$ cat config.mk
export PLATFORM = sky130hd
export DESIGN_NAME = pmic_mode_ctrl
export DESIGN_NICKNAME = d
export VERILOG_FILES = /design/src/rtl/pmic_mode_pkg.sv /design/src/rtl/pmic_sync.sv /design/src/rtl/pmic_bat_uv.sv /design/src/rtl/pmic_mode_fsm.sv /design/src/rtl/pmic_mode_ctrl.sv
export SDC_FILE = /design/constraint.sdc
export NUM_CORES = 1
export LEC_CHECK = 0
export BUFFER_PORTS_ARGS = -buffer_cell sky130_fd_sc_hd__buf_2
export CAP_MARGIN = 15
export CORE_MARGIN = 8
export CORE_UTILIZATION = 50
export DETAILED_ROUTE_END_ITERATION = 10
export GPL_TIMING_DRIVEN = 0
export MAX_ROUTING_LAYER = met4
export PLACE_DENSITY_LB_ADDON = 0.08
export SYNTH_ARGS = -nofsm -noshare
export SYNTH_HDL_FRONTEND = slang
export SYNTH_SLANG_ARGS = --single-unit
$ cat constraint.sdc
create_clock -name clk -period 2.5 [get_ports clk]
set_clock_uncertainty 0.1 [all_clocks]
set_input_delay 0.125 -clock clk [delete_from_list [all_inputs] [get_ports clk]]
set_output_delay 0.125 -clock clk [all_outputs]
set_load 0.005 [all_outputs]
$ cat src/rtl/pmic_mode_pkg.sv
package pmic_mode_pkg;

    typedef enum logic [1:0] {
        MODE_LP  = 2'b00,
        MODE_ACT = 2'b01,
        MODE_CHG = 2'b10
    } pwr_mode_e;

    // asynchronous pins after synchronization
    typedef struct packed {
        logic vin_ok;
        logic vin_ov;
        logic lp_pin;
        logic btn_n;
        logic ocp;
    } pin_bus_t;

    localparam int PIN_COUNT = $bits(pin_bus_t);

    // safe values before the synchronizers fill: no input, no LP request, button released
    localparam pin_bus_t PIN_RST = '{vin_ok: 1'b0, vin_ov: 1'b0, lp_pin: 1'b1,
                                     btn_n: 1'b1, ocp: 1'b0};

    typedef struct packed {
        logic clk_en;
        logic bus_en;
        logic adc_en;
        logic dsg_en;
    } pwr_en_t;

    localparam pwr_en_t EN_RST = '{clk_en: 1'b1, bus_en: 1'b1, adc_en: 1'b0, dsg_en: 1'b0};

    function automatic int hyst_codes(input int mv, input int lsb_mv);
        return (mv + lsb_mv - 1) / lsb_mv;
    endfunction

    function automatic pwr_en_t enables_for(input pwr_mode_e m, input logic bat_ok,
                                            input logic ocp);
        pwr_en_t e;
        e.clk_en = (m != MODE_LP);
        e.bus_en = (m != MODE_LP);
        e.adc_en = (m == MODE_CHG);
        e.dsg_en = (m != MODE_CHG) && bat_ok && !ocp;
        return e;
    endfunction

endpackage

$ cat src/rtl/pmic_sync.sv
module pmic_sync #(
    parameter int            W       = 1,
    parameter int            STAGES  = 2,
    parameter logic [W-1:0]  RST_VAL = '0
) (
    input  logic         clk,
    input  logic         rst,
    input  logic [W-1:0] d_a,
    output logic [W-1:0] q
);
    logic [W-1:0] stg [STAGES];

    genvar s;
    generate
        for (s = 0; s < STAGES; s++) begin : g_stage
            if (s == 0) begin : g_first
                always_ff @(posedge clk) begin
                    if (rst) stg[0] <= RST_VAL;
                    else     stg[0] <= d_a;
                end
            end else begin : g_next
                always_ff @(posedge clk) begin
                    if (rst) stg[s] <= RST_VAL;
                    else     stg[s] <= stg[s-1];
                end
            end
        end
    endgenerate

    assign q = stg[STAGES-1];
endmodule

$ cat src/rtl/pmic_bat_uv.sv
module pmic_bat_uv #(
    parameter int W    = 10,
    parameter int HYST = 15
) (
    input  logic         clk,
    input  logic         rst,
    input  logic [W-1:0] code,
    input  logic [W-1:0] thr,
    output logic         bat_ok
);
    localparam int WX = W + 1;

    logic [WX-1:0] rise_lvl;
    logic          below_trip;
    logic          above_rise;

    assign rise_lvl   = {1'b0, thr} + WX'(HYST);
    assign below_trip = (code < thr);
    assign above_rise = ({1'b0, code} >= rise_lvl);

    always_ff @(posedge clk) begin
        if (rst)                    bat_ok <= 1'b0;
        else if (bat_ok && below_trip) bat_ok <= 1'b0;
        else if (!bat_ok && above_rise) bat_ok <= 1'b1;
    end

    // inside the band the judgement is held
    p_hold_low_r8: assert property (@(posedge clk) disable iff (rst)
        (!bat_ok && ({1'b0, code} < ({1'b0, thr} + WX'(HYST)))) |=> !bat_ok);
    p_hold_high_r8: assert property (@(posedge clk) disable iff (rst)
        (bat_ok && (code >= thr)) |=> bat_ok);
endmodule

$ cat src/rtl/pmic_mode_fsm.sv
module pmic_mode_fsm
    import pmic_mode_pkg::*;
(
    input  logic      clk,
    input  logic      rst,
    input  pin_bus_t  pins,
    input  logic      busy,
    input  logic      hwrst_start,
    input  logic      pwrup_done,
    input  logic      bat_ok,
    output pwr_mode_e mode,
    output pwr_en_t   en
);
    pwr_mode_e mode_nxt;
    logic      rst_hold;
    logic      lp_ok;

    // power-up hold latch: set beats clear
    always_ff @(posedge clk) begin
        if (rst)                            rst_hold <= 1'b0;
        else if (hwrst_start && !pins.lp_pin) rst_hold <= 1'b1;
        else if (pwrup_done)                rst_hold <= 1'b0;
    end

    // entry needs an idle bus, staying does not
    always_comb begin
        lp_ok = !pins.lp_pin && !pins.vin_ok && pins.btn_n && !rst_hold &&
                ((mode == MODE_LP) || !busy);
    end

    always_comb begin
        if (pins.vin_ov)      mode_nxt = MODE_ACT;
        else if (pins.vin_ok) mode_nxt = MODE_CHG;
        else if (lp_ok)       mode_nxt = MODE_LP;
        else                  mode_nxt = MODE_ACT;
    end

    always_ff @(posedge clk) begin
        if (rst) begin
            mode <= MODE_ACT;
            en   <= EN_RST;
        end else begin
            mode <= mode_nxt;
            en   <= enables_for(mode_nxt, bat_ok, pins.ocp);
        end
    end

    p_busy_blocks_entry_r1: assert property (@(posedge clk) disable iff (rst)
        (mode != MODE_LP && busy) |=> mode != MODE_LP);
    p_lp_exit_r2: assert property (@(posedge clk) disable iff (rst)
        (mode == MODE_LP && (pins.lp_pin || pins.vin_ok)) |=> mode != MODE_LP);
    p_lp_gated_r3: assert property (@(posedge clk) disable iff (rst)
        (mode == MODE_LP) |-> (!en.clk_en && !en.bus_en && !en.adc_en));
    p_ov_active_r4: assert property (@(posedge clk) disable iff (rst)
        pins.vin_ov |=> mode == MODE_ACT);
    p_button_r5: assert property (@(posedge clk) disable iff (rst)
        !pins.btn_n |=> mode != MODE_LP);
    p_reset_hold_r6: assert property (@(posedge clk) disable iff (rst)
        rst_hold |=> mode != MODE_LP);
    p_ocp_off_r7: assert property (@(posedge clk) disable iff (rst)
        pins.ocp |=> !en.dsg_en);
    p_chg_adc_r9: assert property (@(posedge clk) disable iff (rst)
        (mode == MODE_CHG) |-> (en.adc_en && !en.dsg_en));
    p_legal_code_r10: assert property (@(posedge clk) disable iff (rst)
        mode != 2'b11);
endmodule

$ cat src/rtl/pmic_mode_ctrl.sv
module pmic_mode_ctrl #(
    parameter int BAT_W   = 10,
    parameter int LSB_MV  = 10,
    parameter int HYST_MV = 150,
    parameter int SYNC_N  = 2
) (
    input  logic             clk,
    input  logic             rst,
    input  logic             vin_ok_a,
    input  logic             vin_ov_a,
    input  logic             lp_pin_a,
    input  logic             btn_n_a,
    input  logic             ocp_a,
    input  logic             bus_busy,
    input  logic             hwrst_start,
    input  logic             pwrup_done,
    input  logic [BAT_W-1:0] bat_code,
    input  logic [BAT_W-1:0] bat_thr,
    output logic [1:0]       mode_o,
    output logic             clk_en_o,
    output logic             bus_en_o,
    output logic             adc_en_o,
    output logic             dsg_en_o
);
    import pmic_mode_pkg::*;

    localparam int HYST_CODES = hyst_codes(HYST_MV, LSB_MV);

    pin_bus_t  pins_a;
    pin_bus_t  pins_s;
    logic      bat_ok;
    pwr_mode_e mode;
    pwr_en_t   en;

    assign pins_a = '{vin_ok: vin_ok_a, vin_ov: vin_ov_a, lp_pin: lp_pin_a,
                      btn_n: btn_n_a, ocp: ocp_a};

    pmic_sync #(
        .W       (PIN_COUNT),
        .STAGES  (SYNC_N),
        .RST_VAL (PIN_RST)
    ) u_sync (
        .clk (clk),
        .rst (rst),
        .d_a (pins_a),
        .q   (pins_s)
    );

    pmic_bat_uv #(
        .W    (BAT_W),
        .HYST (HYST_CODES)
    ) u_bat_uv (
        .clk    (clk),
        .rst    (rst),
        .code   (bat_code),
        .thr    (bat_thr),
        .bat_ok (bat_ok)
    );

    pmic_mode_fsm u_fsm (
        .clk         (clk),
        .rst         (rst),
        .pins        (pins_s),
        .busy        (bus_busy),
        .hwrst_start (hwrst_start),
        .pwrup_done  (pwrup_done),
        .bat_ok      (bat_ok),
        .mode        (mode),
        .en          (en)
    );

    assign mode_o   = mode;
    assign clk_en_o = en.clk_en;
    assign bus_en_o = en.bus_en;
    assign adc_en_o = en.adc_en;
    assign dsg_en_o = en.dsg_en;
endmodule

Word-level counts from Yosys, hierarchy flattened
Memory sizes are Yosys's and may differ from the RTL's. Cells that the tools add are included.

$lt $le $gt $ge: 2. Multiplexer cells: 10. Add/sub/neg operators: 1. Reductions and logical operators: 20. Bitwise gates (word level): 2. Equality and inequality tests: 2.

Operators with widths (count): 10-bit by 4-bit adder with 11-bit output, second input constant (1); 10-bit by 11-bit >= comparator with 1-bit output (1); 10-bit less-than comparator (1); 5-bit 2-to-1 mux (2); 1-bit logical AND (9); 1-bit zero test (6); 1-bit 2-to-1 mux (6); 2-bit 2-to-1 mux (2); 2-bit nonzero test (2); 2-bit == test, second input constant (1); 2-bit zero test (1); 2-bit != test, second input constant (1); 1-bit bitwise OR (2); 2-bit OR reduction (1); 1-bit logical OR (1).

Output and inout bits: 6. Register bits after elaboration: 7. Word-level logic and storage cells: 44. Bits in writable memories: 10. Memories: 1.

Memory list: u_sync.stg (words 2, bits a word 5, rd ports 2, clocked after Yosys merged registers in 0, write ports 2, RTL line pmic_sync.sv:11) `logic [W-1:0] stg [STAGES];`.

Longest topological paths before layout
Gate-level depths: netlist (run 1). An unclocked memory read counts as a cell.

Depth after elaboration: 12. Gate-level depth with buffers: 10. Mapped depth without buffers: 10.

By module
A second synthesis (run 1) with hierarchy kept.

Cells, all modules: 115. Area total of the unflattened synthesis: 1066.0 µm².

Modules (own cells, without submodules): pmic_bat_uv (cells each 78, area each 615.6 µm², instances 1); pmic_sync (cells each 20, area each 262.8 µm², instances 1); pmic_mode_fsm (cells each 17, area each 187.7 µm², instances 1).

Worst setup path after synthesis (run 1)
OpenSTA, ideal clock, no wires.

Kind: input-to-reg. From: input port bat_thr[0]. To: register u_bat_uv.bat_ok. Buffers on the path: 0. Setup time: 0.103 ns. Slack: 0.489 ns. Arrival: 1.807 ns. Stages on the path: 10. Required time: 2.297 ns. Cell sequence: inv_1 > ha_1 > a211oi_2 > xnor2_1 > ha_1 > and4_1 > o21ai_1 > o221ai_2 > nand3_2 > a2111oi_2.

Cells in the longest elaborated chain, start to end: 3. Elaborated cells between the ends (all ways): 6. Classes of those cells: 1 x add/sub; 2 x order compare; 3 x reduce/logical.

Ends and longest elaborated chain: start: declaration (RTL line pmic_mode_ctrl.sv:18) `input logic [BAT_W-1:0] bat_thr,`; 10-bit by 4-bit adder with 11-bit output / 10-bit less-than comparator (equally long branches) (RTL line pmic_bat_uv.sv:17, pmic_bat_uv.sv:18); 10-bit by 11-bit >= comparator with 1-bit output / 1-bit logical AND (equally long branches) (RTL line pmic_bat_uv.sv:19, pmic_bat_uv.sv:23); 1-bit logical AND / 2-bit OR reduction (equally long branches); end signal: assignment (RTL line pmic_bat_uv.sv:22) `if (rst) bat_ok <= 1'b0;`; end signal: assignment (RTL line pmic_bat_uv.sv:23) `else if (bat_ok && below_trip) bat_ok <= 1'b0;`; end signal: assignment (RTL line pmic_bat_uv.sv:24) `else if (!bat_ok && above_rise) bat_ok <= 1'b1;`; end: declaration (RTL line pmic_bat_uv.sv:9) `output logic bat_ok`.

Parallel ways exist; a longest one is shown, timed or not. A chain may end at the register's enable or synchronous reset.

Worst setup path after layout (run 1)
Same ends and word-level chain as after synthesis.

==> impl_metrics.ini, run 1 <==
[floorplanning]
die_h_um = 63.1
start_util_pct = 51.6
fp.dieW_um = 63.1
rows = 17
boundaryPins = 36
core_mm2 = 0.00215
fp.dieArea_mm2 = 0.00398

[synthesis]
synthTopCellsByArea = dfxtp_1 29%, ha_1 24%, xnor2_1 6.3%
syn-instance-count = 115
async_reset_ff_share_pct = 0
yosysTopAreaCell = dfxtp_1
synth-seq-cells = 16
synth_top_area_share_pct = 28.9
synth_fp_nets = 166
synth_flop_cell = dfxtp_1
ys_seq_area_share_pct = 28.9
avgSynthCellArea_um2 = 9.64
syn-cell-area_mm2 = 0.00111
synth-edff-count = 0
ys_types = 32
synthTopCellsByCount = 21 x ha_1, 16 x dfxtp_1, 11 x inv_1
synth_most_common_cell = ha_1
ys_warn_count = 0

[timing]
setup_tns_ps = 0
max_freq_mhz = 481
rsz0062_at_grt = no
slew_viol_final = 0
setup_viol = 0
fin_ws_ps = 422
relSlewSlack_pct = 74.1
finalCriticalPeriod_ps = 2080
hold_viol_final = 0
worstMarginPinSlew_ps = 386
period_share_pct = 83.1
hold_ws_ps = 115

[routing]
wl_per_cell_um = 11.8
vias = 947
ant_nets = 0
viasPerCell = 4.96
drt_iter0_drc = 40
dr.pass1.iters = 4
wirelength_mm = 2.25
drc = 0

[placement]
numPortBuffers = 35
gp_congestion = 0.885
pre_cts_ws_ps = 117
place_hpwl_mm = 1.86

[critical_path]
cp_max_fo = 3
r2r_slack_ps = 1150
cp-start-kind = primary input
worstPathRequired_ps = 2590
end_kind = flip-flop
r2r_start = u_fsm.en[1]$_SDFF_PP0_
r2r-end = u_fsm.en[3]$_SDFF_PP1_
reg2reg_depth = 4
crit_type = in -> reg
arrival_ps = 2160

[grt]
use_met3_pct = 4.59
grt_max_degree = 11
grt_usage_pct = 12.1
grt_use_met1_pct = 11.7
met2_usage_pct = 22.0
grt_pass1_vias = 973
antenna_found_initial = 0
overflow = 0
top_usage_layer = met2
grt_pass1_wl_mm = 3.93

[min_path]
holdPathStages = 4
worstHoldStart = bat_thr[9]
hp-class = in -> reg
hold_path_end = u_bat_uv.bat_ok$_SDFFE_PP0P_

[cts]
clock_latency_ps = 280
clk_pin_slew_ps = 80
cts_max_level = 1
post-cts-setup-buffers = 0
cts_inserted_buffers = 3
cts_buffer_depth = 2
cts_tree = built
root_buffer = clkbuf_4
cts_resized = 0
cts.sinks = 16

[finish]
fillers = 191
seqCellArea_um2 = 320
multi_input_area_um2 = 728
diodes = 0
drive_gt1_share_pct = 32.5
layout.nets = 215
syn_to_final_growth_pct = 30.4

[power]
peakVddDrop_mv = 0.384
p_leak_nw = 0.706
powerDensity_mw_per_mm2 = 421

[outcome]
outcome = finished clean

[run]
maxCapViolations = 0
[final cells by class]
type / count / share of cell area (%)
plain buffers: 3 / 1.30
clock buffers: 4 / 2.51
inverters: 11 / 2.86
multi-input cells: 85 / 50.4
flip-flops and latches: 16 / 22.2
well taps: 28 / 2.42
repair buffers: 44 / 18.4
[worst max-delay path by stage]
stage	start	end	slack [ps]	depth (start not counted)
after global placement	bat_thr[0]	u_bat_uv.bat_ok$_SDFFE_PP0P_	140	11
after floorplan	bat_thr[0]	u_bat_uv.bat_ok$_SDFFE_PP0P_	490	10
after global routing	bat_thr[0]	u_bat_uv.bat_ok$_SDFFE_PP0P_	290	11
after detailed placement	bat_thr[0]	u_bat_uv.bat_ok$_SDFFE_PP0P_	120	11
after CTS	bat_thr[0]	u_bat_uv.bat_ok$_SDFFE_PP0P_	410	11
final	bat_thr[0]	u_bat_uv.bat_ok$_SDFFE_PP0P_	420	11
[logic make-up after synthesis]
family,count (synthesis),synth area share (%)
AO/OA/AOI/OAI,21,17.3
XOR/XNOR,8,6.32
adder cells (fa/ha/maj),21,23.7
buffers and inverters,14,5.42
flip-flops,16,28.9
AND/OR/NAND/NOR,35,18.4
[per-stage QoR]
stage,std cells,util (%),cell area (µm²),total power [mW]
2_1_floorplan,115,-,1110,0.385
3_3_place_gp,178,61.4,1320,0.435
3_5_place_dp,178,61.4,1320,0.440
4_1_cts,191,67.3,1450,0.618
5_1_grt,191,67.3,1450,0.653
6_report,191,67.3,1450,0.609
[critical path, cell delays in order]
cell       delay, ps
buf_2            100
inv_1             50
ha_1             260
a211oi_2         320
xnor2_1          130
ha_1             330
and4_1           190
o21ai_1           70
o221ai_2         220
nand3_2           90
a2111oi_2        280
[where the power goes]
group / leakage, nW / switching (mW) / total [mW] / internal [mW]
registers: 0.132 / 0.00562 / 0.274 / 0.268
clock network: 0.0210 / 0.0769 / 0.166 / 0.0886
logic: 0.553 / 0.0787 / 0.169 / 0.0908
total: 0.706 / 0.161 / 0.609 / 0.447
[flip-flops by register name, summed over array words and instances (netlist names)]
name and count:
u_fsm.mode 1, u_sync.stg 10, u_fsm.rst_hold 1, u_fsm.en 3, u_bat_uv.bat_ok 1
[layout by cell type, fill, tap and decap left out, drive strengths merged, types with 2 or more instances in the layout]
cell type,n
a2111oi,3
a211oi,2
a21o,4
a21oi,5
buf,38
clkbuf,4
dfxtp,16
dlygate4sd3,9
ha,21
inv,11
nand2,4
nand2b,4
nand3,3
nor2,4
nor2b,8
nor3,2
o21ai,2
or2,5
xnor2,8
[routing by layer]
layer,up-vias,part of all wire (%)
met3,4,5.8
met2,21,52
li1,501,-
met5,-,0
met4,0,0.89
met1,421,42
[repair_timing]
item,4_1_cts,5_1_grt
hold buffers,9,0
hold endpoints to repair,9,0
endpoints found under the setup margin,0,0
Power figures use the tool's default switching activity.
==> inputs of run 2 (changes only) <==
Settings changed: CORE_UTILIZATION 50 to 45.
Clock period 2.5 ns to 1.8 ns, I/O delays scaled along.
==> run 2 against run 1 <==
  * The flow now finishes with violations (setup timing)
  * Sequential power grew 39%
  * Worst setup slack lost 440 ps
  * Core utilization shrank 2.0 points
  * Routed wire length grew 2.0%
  * Sequential share of layout area shrank 1.8 points
  * Worst hold slack gained 7.4 ps
  * Total power grew 46%
  * Via count shrank 1.1%
  * First-iteration DRC count shrank 50%
  * Sequential cell count is the same
  * Critical endpoint unchanged
  * Design area grew 8.8%
==> impl_metrics.ini, run 2 (synthesized netlist as in run 1, its figures left out) <==
[outcome]
outcome = finished with violations
failed_checks = setup timing

[grt]
overflow = 0
grt_pass1_wl_mm = 3.83
grt_usage_pct = 11.3
grt_max_degree = 11
grt_pass1_vias = 952
antenna_found_initial = 0

[run]
maxCapViolations = 0

[critical_path]
end_kind = flip-flop
r2r-end = u_fsm.en[3]$_SDFF_PP1_
cp-start-kind = primary input
worstPathRequired_ps = 1870
crit_type = in -> reg
cp_max_fo = 3
r2r_start = u_fsm.en[1]$_SDFF_PP0_
arrival_ps = 1890
cp-startpoint = bat_thr[1]
r2r_slack_ps = 430
reg2reg_depth = 4

[placement]
numPortBuffers = 35
gp_congestion = 0.781
place_hpwl_mm = 1.87
dpl_cell_area_mm2 = 0.00136
dp_cells = 180

[power]
powerDensity_mw_per_mm2 = 566
p_total_mw = 0.891
peakVddDrop_mv = 0.570
p_leak_nw = 0.742

[routing]
wirelength_mm = 2.30
vias = 937
viasPerCell = 4.78
ant_nets = 0
drt_iter0_drc = 20
dr.pass1.iters = 2
drc = 0
wl_per_cell_um = 11.7

[timing]
setup_tns_ps = -18.6
rsz0062_at_grt = yes
relSlewSlack_pct = 71.8
setup_viol = 1
hold_viol_final = 0
slew_viol_final = 0
fin_ws_ps = -18.6
worstMarginPinSlew_ps = 423
hold_ws_ps = 122
finalCriticalPeriod_ps = 1820
max_freq_mhz = 550
period_share_pct = 101

[min_path]
holdPathStages = 4
hold_path_end = u_bat_uv.bat_ok$_SDFFE_PP0P_
hp-class = in -> reg
worstHoldStart = bat_thr[9]

[finish]
finalInstanceArea_mm2 = 0.00157
top_register = u_sync.stg
largest_register_ffs = 10
syn_to_final_growth_pct = 41.9
drive_gt1_share_pct = 37.3
layout.cells.non_filler = 196
layout_common_cells = 33 x buf_2, 20 x ha_1, 16 x dfxtp_1, 9 x inv_1, 9 x dlygate4sd3_1
largest_registers = u_sync.stg: 10 flops, u_fsm.en: 3 flops
diodes = 0
layout.nets = 218
final_common_cell = buf_2

[floorplanning]
die_h_um = 65.6
boundaryPins = 36
fp.dieArea_mm2 = 0.00431
rows = 18
start_util_pct = 46.0
fp.dieW_um = 65.6
core_mm2 = 0.00241

[cts]
cts.sinks = 16
root_buffer = clkbuf_4
clock_latency_ps = 290
cts_inserted_buffers = 3
cts_buffer_depth = 2
cts_tree = built
cts_max_level = 1
clk_pin_slew_ps = 90
-- run 2: area by class of cell --
| type | count | area [µm²] |
|---|---|---|
| buffer | 3 | 18.8 |
| clock buffer | 4 | 36.3 |
| tap | 30 | 37.5 |
| sequential | 16 | 320 |
| inverter | 11 | 61.3 |
| fill | 204 | 837 |
| timing repair buffer | 47 | 318 |
| multi-input combinational | 85 | 781 |
-- run 2: worst max-delay path by stage --
| stage | to | cells after the start |
|---|---|---|
| after global routing | u_bat_uv.bat_ok$_SDFFE_PP0P_ | 11 |
| final | u_bat_uv.bat_ok$_SDFFE_PP0P_ | 12 |
| after detailed placement | u_bat_uv.bat_ok$_SDFFE_PP0P_ | 11 |
| after floorplan | u_bat_uv.bat_ok$_SDFFE_PP0P_ | 10 |
| after global placement | u_bat_uv.bat_ok$_SDFFE_PP0P_ | 11 |
| after CTS | u_bat_uv.bat_ok$_SDFFE_PP0P_ | 12 |
-- run 2: report_power, final --
part | internal [mW] | switching (mW)
combinational | 0.150 | 0.125
clock | 0.123 | 0.112
sequential | 0.372 | 0.00790
total | 0.646 | 0.245
-- run 2: stage by stage --
step | util, % | setup slack, ps
after CTS | 64.4 | 3.21
after global routing | 65.3 | -128
after global placement | 56.5 | -497
after floorplan | - | -125
after detailed placement | 56.5 | -482
final | 65.3 | -18.6
-- run 2: timing repair --
action                                  CTS  global route
buffers inserted                          3             0
hold buffers                              9             0
resized for setup                        10             3
pin swaps                                 8             1
hold endpoints to repair                  9             0
endpoints found under the setup margin    1             1
-- run 2: routing by layer --
layer | up-vias | wire length, µm | GRT usage (%)
met3 | 3 | 154 | 3.23
met1 | 411 | 957 | 12.9
met2 | 22 | 1150 | 18.4
met5 | - | 0 | -
li1 | 501 | - | -
met4 | 0 | 38 | 4.09
-- run 2: worst max-delay path: stages --
cell,delay [ps]
buf_12,100
inv_12,30
ha_4,160
a211oi_4,230
buf_4,160
nand3_2,70
xnor2_1,130
ha_1,310
a21o_1,160
a21o_1,180
a21oi_2,170
a2111oi_4,80
==> inputs of run 3 (changes only) <==
Settings changed: CORE_MARGIN 8 to not set.
==> run 3 against run 2 <==
  * The flow now finishes without violations
  * First-iteration DRC count decreased by 55%
  * Worst setup slack improved by 42 ps
  * Core utilization increased by 3.6 points
==> impl_metrics.ini, run 3 (synthesized netlist as in run 1, its figures left out) <==
[outcome]
outcome = finished clean

[timing]
hold_viol_final = 0
max_freq_mhz = 563
hold_ws_ps = 101
period_share_pct = 98.7
relSlewSlack_pct = 72.2
rsz0062_at_grt = yes
worstMarginPinSlew_ps = 416
slew_viol_final = 0
setup_viol = 0
finalCriticalPeriod_ps = 1780
fin_ws_ps = 23.3

[finish]
final_common_cell = buf_2
top_register = u_sync.stg
largest_register_ffs = 10
fillers = 189
multi_input_area_um2 = 771
drive_gt1_share_pct = 38.3
largest_registers = u_sync.stg: 10 flops, u_fsm.en: 3 flops
layout.nets = 219
layout_common_cells = 33 x buf_2, 20 x ha_1, 16 x dfxtp_1, 9 x inv_1, 9 x dlygate4sd3_1
diodes = 0
seqCellArea_um2 = 320
syn_to_final_growth_pct = 41.4

[floorplanning]
core_mm2 = 0.00228
start_util_pct = 48.7
fp.dieArea_mm2 = 0.00267
fp.dieW_um = 51.6
rows = 17
boundaryPins = 36
die_h_um = 51.6

[placement]
place_hpwl_mm = 1.74
gp_congestion = 0.766
numPortBuffers = 35
pre_cts_ws_ps = -521

[grt]
grt_pass1_wl_mm = 3.92
grt_max_degree = 11
overflow = 0
antenna_found_initial = 0
grt_usage_pct = 20.4
grt_pass1_vias = 967

[critical_path]
cp_max_fo = 3
cp-start-kind = primary input
arrival_ps = 1870
worstPathRequired_ps = 1900
end_kind = flip-flop
crit_type = in -> reg

[routing]
viasPerCell = 4.96
dr.pass1.iters = 4
ant_nets = 0
wl_per_cell_um = 11.5
drc = 0
drt_iter0_drc = 9
vias = 968
wirelength_mm = 2.25

[run]
maxCapViolations = 0

[cts]
cts.sinks = 16
root_buffer = clkbuf_4
clk_pin_slew_ps = 90
cts_tree = built
clock_latency_ps = 290
cts_max_level = 1
cts_inserted_buffers = 3
cts_buffer_depth = 2

[power]
peakVddDrop_mv = 0.556
powerDensity_mw_per_mm2 = 568
p_total_mw = 0.891
p_leak_nw = 0.745

[min_path]
hp-class = in -> reg
-- run 3: changes by cell type in the layout (fill, tap and decap cells not counted), sizes merged --
cell,previous run,this run
buf,41,42
-- run 3: final cells by class --
type	instances	area share [%]
buffer	3	1.20
inverter	11	3.91
multi-input combinational	85	49.2
timing repair buffer	48	20.8
tap	28	2.23
sequential	16	20.4
clock buffer	4	2.31
-- run 3: power by group --
group          internal (mW)  switching (mW)
logic                  0.148           0.125
clock network          0.123           0.114
registers              0.372         0.00846
total                  0.644           0.247
-- run 3: path summary, 6_finish.rpt --
check,start,to,slack (ps),cells after the start
setup / recovery,bat_thr[1],u_bat_uv.bat_ok$_SDFFE_PP0P_,20,12
hold / removal,bus_busy,u_fsm.mode[0]$_SDFF_PP1_,100,4
setup reg to reg,u_fsm.en[1]$_SDFF_PP0_,u_fsm.en[3]$_SDFF_PP1_,440,4
hold reg to reg,u_sync.stg[1][0]$_SDFF_PP0_,u_fsm.en[0]$_SDFF_PP0_,320,1
-- run 3: metal layers --
metal / GRT usage [%] / vias up / wire length (µm)
li1: - / 506 / -
met4: 1.35 / 0 / 0
met1: 23.0 / 439 / 1030
met2: 37.0 / 23 / 1130
met3: 6.14 / 0 / 99
met5: - / - / 0
-- run 3: timing repair --
item                                   4_1_cts  5_1_grt
hold buffers                                 9        0
setup endpoints to repair                    1        1
gates resized for setup                     12        1
setup buffers                                4        0
endpoints found under the hold margin       10        0
pin swaps                                   11        1
-- run 3: per-stage QoR --
| stage | std cells | util [%] | TNS (ps) | area [µm²] |
|---|---|---|---|---|
| 4_1_cts | 195 | 68.8 | 0 | 1570 |
| 6_report | 195 | 68.9 | 0 | 1570 |
| 3_3_place_gp | 178 | 59.7 | -518 | 1360 |
| 3_5_place_dp | 178 | 59.7 | -521 | 1360 |
| 5_1_grt | 195 | 68.9 | -97.9 | 1570 |
| 2_1_floorplan | 115 | - | -125 | 1150 |
-- run 3: critical path, stage by stage --
cell	delay, ps
buf_12	100
inv_12	30
ha_4	160
a211oi_4	220
buf_4	160
nand3_2	70
xnor2_1	130
ha_1	290
a21o_1	110
a21o_1	120
a21oi_2	60
a2111oi_2	330
